### src/rtl/irq_vec_pkg.sv
// Package: shared constants for the vectored interrupt controller.
// Assumes source indices double as priority rank (0 = highest).
package irq_vec_pkg;

    localparam int NSRC  = 5;
    localparam int VEC_W = 16;
    localparam int NMASK = 3;

    // Source index; lower value wins arbitration.
    typedef enum logic [2:0] {
        SRC_NMI = 3'd0,
        SRC_HI  = 3'd1,
        SRC_MID = 3'd2,
        SRC_LO  = 3'd3,
        SRC_EXT = 3'd4
    } src_e;

    localparam logic [VEC_W-1:0] VEC_NMI = 16'h0024;
    localparam logic [VEC_W-1:0] VEC_HI  = 16'h003C;
    localparam logic [VEC_W-1:0] VEC_MID = 16'h0034;
    localparam logic [VEC_W-1:0] VEC_LO  = 16'h002C;

    // Mask-write field positions.
    localparam int MW_SOD   = 7;
    localparam int MW_SOE   = 6;
    localparam int MW_CLRHI = 4;
    localparam int MW_MLD   = 3;

    // Vector for a source index; the external line has none.
    function automatic logic [VEC_W-1:0] vec_of(input int idx);
        case (idx)
            0:       vec_of = VEC_NMI;
            1:       vec_of = VEC_HI;
            2:       vec_of = VEC_MID;
            3:       vec_of = VEC_LO;
            default: vec_of = '0;
        endcase
    endfunction

endpackage

### src/rtl/irq_pin_sync.sv
// Module: irq_pin_sync
// Brings W asynchronous request pins into the clock domain through a
// STAGES-deep flop chain per pin. Assumes STAGES >= 1; all chains reset low.
module irq_pin_sync #(
    parameter int W      = 5,
    parameter int STAGES = 2
) (
    input  logic         clk,
    input  logic         rst_n,
    input  logic [W-1:0] pin_raw,
    output logic [W-1:0] pin_lvl
);

    for (genvar g = 0; g < W; g++) begin : g_pin
        logic [STAGES-1:0] chain;

        // Shift the raw pin through the synchronizer chain.
        always_ff @(posedge clk) begin
            if (!rst_n) chain <= '0;
            else        chain <= {chain[STAGES-2+1:0] << 1} | {{(STAGES-1){1'b0}}, pin_raw[g]};
        end

        assign pin_lvl[g] = chain[STAGES-1];
    end

endmodule

### src/rtl/irq_pend_latch.sv
// Module: irq_pend_latch
// Holds the edge-qualified pending state: the arm flop of the non-maskable
// source (set on rise, dropped on fall or service) and the sticky edge latch
// of the high restart source (set on rise, cleared on service or by a
// software clear; a same-cycle edge beats the clear).
// Assumes inputs are already synchronized.
module irq_pend_latch (
    input  logic clk,
    input  logic rst_n,
    input  logic nmi_lvl,
    input  logic hi_lvl,
    input  logic take_nmi,
    input  logic take_hi,
    input  logic sw_clr_hi,
    output logic nmi_act,
    output logic hi_pend
);

    logic nmi_prev;
    logic hi_prev;
    logic nmi_arm;
    logic nmi_rise;
    logic nmi_fall;
    logic hi_rise;

    // Previous synchronized levels for edge detection.
    always_ff @(posedge clk) begin
        if (!rst_n) begin
            nmi_prev <= 1'b0;
            hi_prev  <= 1'b0;
        end else begin
            nmi_prev <= nmi_lvl;
            hi_prev  <= hi_lvl;
        end
    end

    assign nmi_rise = nmi_lvl & ~nmi_prev;
    assign nmi_fall = ~nmi_lvl & nmi_prev;
    assign hi_rise  = hi_lvl & ~hi_prev;

    // Non-maskable arm: fall cancels, rise arms, service disarms.
    always_ff @(posedge clk) begin
        if (!rst_n)        nmi_arm <= 1'b0;
        else if (nmi_fall) nmi_arm <= 1'b0;
        else if (nmi_rise) nmi_arm <= 1'b1;
        else if (take_nmi) nmi_arm <= 1'b0;
    end

    // Sticky high-source latch: a new edge wins over any clear.
    always_ff @(posedge clk) begin
        if (!rst_n)                     hi_pend <= 1'b0;
        else if (hi_rise)               hi_pend <= 1'b1;
        else if (take_hi || sw_clr_hi)  hi_pend <= 1'b0;
    end

    assign nmi_act = nmi_arm & nmi_lvl;

endmodule

### src/rtl/irq_mask_regs.sv
// Module: irq_mask_regs
// Global enable flop, per-source mask bits and the serial output bit,
// updated by the mask-write port, the set-enable input and acceptance.
// Assumes acceptance of a maskable source outranks a same-cycle set-enable.
module irq_mask_regs
    import irq_vec_pkg::*;
(
    input  logic             clk,
    input  logic             rst_n,
    input  logic             mask_wr,
    input  logic [7:0]       mask_wdata,
    input  logic             en_set,
    input  logic             take_maskable,
    output logic             glb_en,
    output logic [NMASK-1:0] mask_q,
    output logic             sod_q,
    output logic             sw_clr_hi
);

    logic wdata_unused;
    assign wdata_unused = mask_wdata[5];

    // Global enable: acceptance clears, set-enable sets.
    always_ff @(posedge clk) begin
        if (!rst_n)             glb_en <= 1'b0;
        else if (take_maskable) glb_en <= 1'b0;
        else if (en_set)        glb_en <= 1'b1;
    end

    // Masks load only when the mask-load bit is set.
    always_ff @(posedge clk) begin
        if (!rst_n)                          mask_q <= '1;
        else if (mask_wr && mask_wdata[MW_MLD]) mask_q <= mask_wdata[NMASK-1:0];
    end

    // Serial output loads only when its enable bit is set.
    always_ff @(posedge clk) begin
        if (!rst_n)                             sod_q <= 1'b0;
        else if (mask_wr && mask_wdata[MW_SOE]) sod_q <= mask_wdata[MW_SOD];
    end

    assign sw_clr_hi = mask_wr & mask_wdata[MW_CLRHI];

endmodule

### src/rtl/irq_arbiter.sv
// Module: irq_arbiter
// Fixed-priority pick among N candidates at an instruction boundary
// (index 0 highest). Produces one-hot take strobes in the same cycle and
// registers the result: a vector pulse or an acknowledge for the external
// line. Assumes candidates are already gated by enable and masks.
module irq_arbiter
    import irq_vec_pkg::*;
#(
    parameter int N = NSRC
) (
    input  logic             clk,
    input  logic             rst_n,
    input  logic             boundary,
    input  logic [N-1:0]     cand,
    output logic [N-1:0]     take,
    output logic             req_valid,
    output logic [VEC_W-1:0] req_vector,
    output logic             intr_ack
);

    localparam logic [N-1:0] EXT_BIT  = N'(1) << SRC_EXT;
    localparam logic [N-1:0] VEC_BITS = ~EXT_BIT;

    logic             hit;
    logic [VEC_W-1:0] sel_vec;
    logic             take_vec;

    // Find the lowest-index candidate and strobe it at a boundary.
    always_comb begin
        take    = '0;
        hit     = 1'b0;
        sel_vec = '0;
        for (int i = 0; i < N; i++) begin
            if (cand[i] && !hit) begin
                hit     = 1'b1;
                take[i] = boundary;
                sel_vec = vec_of(i);
            end
        end
    end

    assign take_vec = |(take & VEC_BITS);

    // Register the single result of this boundary.
    always_ff @(posedge clk) begin
        if (!rst_n) begin
            req_valid  <= 1'b0;
            req_vector <= '0;
            intr_ack   <= 1'b0;
        end else begin
            req_valid  <= take_vec;
            req_vector <= take_vec ? sel_vec : '0;
            intr_ack   <= |(take & EXT_BIT);
        end
    end

endmodule

### src/rtl/irq_vector_ctrl.sv
// Module: irq_vector_ctrl (top)
// Interrupt front end: synchronizes five request pins, keeps edge and
// level pending state, gates maskable sources with the enable and masks,
// and arbitrates at each instruction boundary. Assumes the core pulses
// instr_boundary for one cycle per instruction end.
module irq_vector_ctrl
    import irq_vec_pkg::*;
#(
    parameter int SYNC_STAGES = 2
) (
    input  logic             clk,
    input  logic             rst_n,
    input  logic             nmi_pin,
    input  logic             irq_hi_pin,
    input  logic             irq_mid_pin,
    input  logic             irq_lo_pin,
    input  logic             ext_irq_pin,
    input  logic             instr_boundary,
    input  logic             en_set,
    input  logic             mask_wr,
    input  logic [7:0]       mask_wdata,
    input  logic             serial_in,
    output logic [7:0]       mask_rdata,
    output logic             serial_out,
    output logic             req_valid,
    output logic [VEC_W-1:0] req_vector,
    output logic             intr_ack
);

    logic [NSRC-1:0]  pin_raw;
    logic [NSRC-1:0]  lvl;
    logic [NSRC-1:0]  cand;
    logic [NSRC-1:0]  take;
    logic             nmi_act;
    logic             hi_pend;
    logic             glb_en;
    logic [NMASK-1:0] mask_q;
    logic             sw_clr_hi;
    logic             take_maskable;

    assign pin_raw = {ext_irq_pin, irq_lo_pin, irq_mid_pin, irq_hi_pin, nmi_pin};

    irq_pin_sync #(.W(NSRC), .STAGES(SYNC_STAGES)) u_sync (
        .clk     (clk),
        .rst_n   (rst_n),
        .pin_raw (pin_raw),
        .pin_lvl (lvl)
    );

    irq_pend_latch u_pend (
        .clk       (clk),
        .rst_n     (rst_n),
        .nmi_lvl   (lvl[SRC_NMI]),
        .hi_lvl    (lvl[SRC_HI]),
        .take_nmi  (take[SRC_NMI]),
        .take_hi   (take[SRC_HI]),
        .sw_clr_hi (sw_clr_hi),
        .nmi_act   (nmi_act),
        .hi_pend   (hi_pend)
    );

    irq_mask_regs u_mask (
        .clk           (clk),
        .rst_n         (rst_n),
        .mask_wr       (mask_wr),
        .mask_wdata    (mask_wdata),
        .en_set        (en_set),
        .take_maskable (take_maskable),
        .glb_en        (glb_en),
        .mask_q        (mask_q),
        .sod_q         (serial_out),
        .sw_clr_hi     (sw_clr_hi)
    );

    // Candidate gating: masks are bit 2 high, bit 1 middle, bit 0 low.
    always_comb begin
        cand          = '0;
        cand[SRC_NMI] = nmi_act;
        cand[SRC_HI]  = hi_pend     & ~mask_q[2] & glb_en;
        cand[SRC_MID] = lvl[SRC_MID] & ~mask_q[1] & glb_en;
        cand[SRC_LO]  = lvl[SRC_LO]  & ~mask_q[0] & glb_en;
        cand[SRC_EXT] = lvl[SRC_EXT] & glb_en;
    end

    assign take_maskable = |take[NSRC-1:1];

    irq_arbiter #(.N(NSRC)) u_arb (
        .clk        (clk),
        .rst_n      (rst_n),
        .boundary   (instr_boundary),
        .cand       (cand),
        .take       (take),
        .req_valid  (req_valid),
        .req_vector (req_vector),
        .intr_ack   (intr_ack)
    );

    // Read-mask value assembled from live state.
    assign mask_rdata = {serial_in, hi_pend, lvl[SRC_MID], lvl[SRC_LO], glb_en, mask_q};

endmodule

### config.mk
export PLATFORM = sky130hd
export DESIGN_NAME = irq_vector_ctrl
export DESIGN_NICKNAME = d
export VERILOG_FILES = /design/src/rtl/irq_vec_pkg.sv /design/src/rtl/irq_pin_sync.sv /design/src/rtl/irq_pend_latch.sv /design/src/rtl/irq_mask_regs.sv /design/src/rtl/irq_arbiter.sv /design/src/rtl/irq_vector_ctrl.sv
export SDC_FILE = /design/constraint.sdc
export NUM_CORES = 1
export LEC_CHECK = 0
export BUFFER_PORTS_ARGS = -buffer_cell sky130_fd_sc_hd__clkbuf_2
export CAP_MARGIN = 5
export CORE_MARGIN = 5
export CORE_UTILIZATION = 50
export CTS_BUF_LIST = sky130_fd_sc_hd__clkbuf_8
export DETAILED_ROUTE_END_ITERATION = 16
export PLACE_DENSITY = 0.85
export SETUP_SLACK_MARGIN = 0.4
export SLEW_MARGIN = 20
export SYNTH_ARGS = -nofsm -noshare
export SYNTH_HDL_FRONTEND = slang
export SYNTH_SLANG_ARGS = --single-unit
### constraint.sdc
create_clock -name clk -period 1.7 [get_ports clk]
set_input_delay 0.34 -clock clk [delete_from_list [all_inputs] [get_ports clk]]
set_output_delay 0.34 -clock clk [all_outputs]
set_load 0.005 [all_outputs]
# After elaboration in Yosys (flattened, before gate mapping)
# Cells that the tools add are included.
dict set report totals {
  output_inout_bits 27
  reg_bits 37
  inputBits 19
}
dict set report classes {
  n_bitwise 25
  reduce_logical 19
  n_mux 17
}
# operator n
set op_table {}
lappend op_table {{$mux W6} 4}
lappend op_table {{$mux W1} 13}
lappend op_table {{$and A1 B1 Y1} 12}
lappend op_table {{$or A2 B1 Y2} 5}
lappend op_table {{$not A1 Y1} 8}
lappend op_table {{$reduce_or A4 Y1} 2}
lappend op_table {{$logic_and A1 B1 Y1} 6}
lappend op_table {{$reduce_or A6 Y1} 1}
lappend op_table {{$reduce_or A5 Y1} 1}
lappend op_table {{$logic_not A1 Y1} 4}
lappend op_table {{$reduce_bool A2 Y1} 2}
lappend op_table {{$reduce_or A3 Y1} 1}
lappend op_table {{$reduce_or A2 Y1} 1}
lappend op_table {{$logic_or A1 B1 Y1} 1}

# Logic depth before layout (Yosys ltp)
dict set report depth {
  depth_word 15
  depth_mapped 3
}

# Hierarchy
# From an unflattened synthesis, not the netlist that was laid out.
dict set report hier_totals {
  hier_cells 107
  area_unflattened_um2 1037.2
}
# mod cells_each instances area_each_um2 seq_area_each_um2
set modules_own_cells {}
lappend modules_own_cells {irq_arbiter 37 1 320.3 100.1}
lappend modules_own_cells {irq_pin_sync 25 1 300.3 200.2}
lappend modules_own_cells {irq_mask_regs 22 1 197.7 100.1}
lappend modules_own_cells {irq_pend_latch 15 1 156.4 80.1}
lappend modules_own_cells {irq_vector_ctrl 8 1 62.6 0.0}

# Worst setup path after synthesis
# Ideal clock, no wire load.
dict set report synth_timing {
  path_kind {reg-to-reg}
  startpoint {reg u_sync.g_pin[0].chain[1]}
  endpoint {reg u_pend.hi_pend}
  slack_ps 733
  path_buffers 0
  stages_incl_launch_ff 4
  setup_time_ps 124
  period_less_slack_ps 967
  arrival_time_ps 843
  path_cell_list {dfxtp_1 -> nand2_2 -> nand3_1 -> o311a_2}
}
dict set report synth_via {
  elab_chain_len 7
}
# element line
set synth_lines {}
lappend synth_lines {{from (decl)} irq_pin_sync.sv:15} ;# logic [STAGES-1:0] chain;
lappend synth_lines {{from (signal assigned)} irq_pin_sync.sv:20} ;# else chain <= {chain[STAGES-2+1:0] << 1} | {{(STAGES-1){1'b0}}, pin_raw[g]};
lappend synth_lines {{$and A1 B1 Y1} irq_pend_latch.sv:56} ;# assign nmi_act = nmi_arm & nmi_lvl;
lappend synth_lines {{$mux W1} irq_arbiter.sv:34} ;# if (cand[i] && !hit) begin
lappend synth_lines {{$logic_not A1 Y1} irq_arbiter.sv:34}
lappend synth_lines {{$logic_and A1 B1 Y1} irq_arbiter.sv:34}
lappend synth_lines {{$mux W1} irq_arbiter.sv:34}
lappend synth_lines {{$logic_or A1 B1 Y1} irq_pend_latch.sv:53} ;# else if (take_hi || sw_clr_hi) hi_pend <= 1'b0;
lappend synth_lines {{$reduce_bool A2 Y1 (no line)} -}
lappend synth_lines {{to (signal assigned)} irq_pend_latch.sv:51} ;# if (!rst_n) hi_pend <= 1'b0;
lappend synth_lines {{to (signal assigned)} irq_pend_latch.sv:52} ;# else if (hi_rise) hi_pend <= 1'b1;
lappend synth_lines {{to (signal assigned)} irq_pend_latch.sv:53}
lappend synth_lines {{to (decl)} irq_pend_latch.sv:16} ;# output logic hi_pend
# No other way between the ends.
# A chain may end at the register's enable or synchronous reset.

# Worst setup path in the final report
dict set report layout_timing {
  startpoint {reg u_mask.mask_q[2]}
  endpoint {out mask_rdata[2]}
}
# element line
set layout_rtl {}
lappend layout_rtl {{from (decl)} irq_mask_regs.sv:15} ;# output logic [NMASK-1:0] mask_q,
lappend layout_rtl {{from (signal assigned)} irq_mask_regs.sv:33} ;# else if (mask_wr && mask_wdata[MW_MLD]) mask_q <= mask_wdata[NMASK-1:0];
lappend layout_rtl {{to (decl)} irq_vector_ctrl.sv:23} ;# output logic [7:0] mask_rdata,
# No word-level cell between the ends.

==> results.yml <==
sta:
  finClkSkew_ns: 0.005465
  rsz0062_at_grt: "no"
  hold_ws_ns: 0.2768
  setup-tns-final_ns: 0
  setup_viol: 0
  slew_viol_final: 0
  clock.fmax_mhz: 832.4
  min_period_over_period: 0.7066
  timing.final.ws_setup_ns: 0.4987
  min_period_ns: 1.201
  hold_viol_final: 0
global_route:
  antenna_found_initial: 0
  grt_pass1_vias: 647
  grt_max_degree: 22
  overflow: 0
  grt_usage: 0.1290
  grt_pass1_wl_mm: 2.649
power:
  combPwrFrac: 0.073
  vdd_ir_drop_max_uv: 651.8
  pwr-share-clk: 0.414
  p_leak_nw: 0.5225
  power.density_nw_per_um2: 1049
  p_int_uw: 942.6
  power_mw: 1.169
  switching_power_uw: 226.4
  p_sw_frac: 0.1936
  p_seq_frac: 0.513
setup_path:
  critPathLaunch: "u_mask.mask_q[2]"
  cp.required_ns: 1.36
  cp.arrival_ns: 0.86
  start_kind: "flop"
  path_buf_inv: 1
  path_cells: "clkbuf_2"
  worst_setup_path_end_kind: "output pin"
  slowest_delay_ns: 0.44
  critical_path_class: "reg2out"
  crit_family: "flip-flops"
  reg2reg_from: "u_mask.mask_q[2]"
  slowest_stage: "dfxtp_1"
  crit_path_max_fanout: 4
cells_and_area:
  final_common_cell: "clkbuf_2"
  final_cell_mix: "clkbuf_2 (30), dfxtp_1 (24), and2_1 (12), conb_1 (12)"
  area_growth_pct: 15.71
  num-fill-cells: 167
  final_area_sq_um: 1115
  antenna_cells: 0
  nNetsFinal: 144
  final_layout_size_suffix_gt1_frac: 0.3387
clock_tree:
  post-cts-setup-buffer-count: 0
  h-tree-depth: 1
  postCtsHoldBufs: 0
  clockBufferDepth: 2
  clkSinkCount: 24
  clk_latency_ns: 0.26
  cts_tree: "built"
  clkSlewWorstSetupHoldPaths_ns: 0.08
  root_buffer: "clkbuf_8"
  ctsResizeCount: 0
  cts_buffers: 3
place:
  pre_cts_slack_ns: 0.4797
  placed_area_sq_um: 1044
  dp_hpwl_mm: 1.252
  place.gp.congestion: 0.7596
  numPortBuffers: 30
synth:
  synth-compound-area-share: 0.08312
  synth-xor-area-share: 0
  synthMuxAreaShare: 0
  ys_seq_area_frac: 0.4987
  synth_top_cell_area_share: 0.4987
  synth_top_family_by_area: "simple AND/OR/NAND/NOR gates"
  yosys_warnings: 0
  ys_seq_elements: 24
  syn-instance-count: 99
  synth_fa_ha_area_frac: 0
  synth_simple_gate_area_frac: 0.2623
  ys_top_cells_by_area: "dfxtp_1 (50%), buf_4 (14%), and2_1 (7.8%)"
  synth.cell_area_sq_um: 963.4
  synth_cell_types: 25
  syn_avg_cell_area_sq_um: 9.732
  synth.largest_area_cell: "dfxtp_1"
drt:
  drc: 0
  dr.pass1.iters: 4
  viasPerCell: 4.631
  drt_iter0_markers: 9
  routed_wl_mm: 1.584
  vias: 690
  avgRoutedWirePerCell_um: 10.63
  final_antenna_net_count: 0
run_status:
  status: "complete, no violations"
floorplan:
  initial_core_util: 0.5404
  io_pins: 46
  core_sq_um: 1783
  die_area_sq_um: 2905
  row_count: 15
  die_w_um: 53.90
  dieHeight_um: 53.90
hold_path:
  holdCritPathClass: "in2reg"
  min_from: "irq_mid_pin"
job:
  drv_cap: 0
cell usage after synthesis:
master    instances
o21ai_0           1
nor4_2            1
o21a_1            1
nor2_1            3
nand4_1           1
and2_1           12
nor2b_1           2
nor2b_4           1
o221a_2           1
nand2_1           8
o31ai_1           1
a21oi_1           3
nor4b_2           1
inv_1             1
nand3_1           8
a21boi_0          2
nand2_2           1
o311a_2           1
clkbuf_1          2
buf_4            18
a21o_1            1
nor2b_2           2
conb_1            1
dfxtp_1          24
nand2b_1          2
final timing paths:
path / depth (start not counted) / slack [ns] / end
setup / recovery: 1 / 0.50 / mask_rdata[2]
hold / removal: 2 / 0.28 / u_sync.g_pin[2].chain[0]
setup reg to reg: 3 / 0.62 / u_arb.req_valid
hold reg to reg: 1 / 0.44 / u_sync.g_pin[0].chain[1]
area by class of cell:
class | count | area (sq um) | share of cell area
Inverter | 1 | 3.754 | 0.003367
Clock inverter | 1 | 30.03 | 0.02694
Tap cell | 25 | 31.28 | 0.02806
Multi-Input combinational cell | 65 | 377.9 | 0.3389
Sequential cell | 24 | 480.5 | 0.4310
Timing Repair Buffer | 30 | 150.1 | 0.1347
Clock buffer | 3 | 41.29 | 0.03704
flip-flops by register name, summed over array words and instances (netlist names):
name / flops
u_mask.glb_en: 1
u_pend.nmi_prev: 1
u_mask.mask_q: 3
u_arb.intr_ack: 1
u_mask.sod_q: 1
u_sync.g_pin.chain: 10
u_arb.req_valid: 1
u_pend.nmi_arm: 1
u_pend.hi_prev: 1
u_pend.hi_pend: 1
u_arb.req_vector: 3
power by group through the flow:
stage               Sequential, mW  Combinational, mW  Clock (mW)
floorplan                    0.611             0.0743           0
global placement             0.612             0.0813           0
detailed placement           0.613             0.0851           0
CTS                          0.600             0.0854       0.494
global route                 0.604             0.0982       0.521
finish                       0.600             0.0848       0.484
cells by family (layout without fill, tap and decap cells):
| group | after synthesis | count (layout) |
|---|---|---|
| simple gates | 42 | 42 |
| flops | 24 | 24 |
| buf+inv | 21 | 35 |
| compound gates | 11 | 11 |
| other cells | 1 | 12 |
per-layer routing:
layer / share of wire / global-route usage / up-vias / wire length [um]
met1: 0.37 / 0.1443 / 310 / 593
met4: 0.028 / 0.09787 / 0 / 44
li1: - / - / 343 / -
met2: 0.48 / 0.2056 / 32 / 764
met3: 0.11 / 0.03601 / 5 / 181
met5: 0 / 0 / - / 0
through the flow:
step	instances	utilization
after global routing	149	0.6253
after detailed placement	145	0.5853
final	149	0.6253
after global placement	145	0.5853
after floorplan	110	-
after CTS	149	0.6253
(Power assumes the default switching activity.)
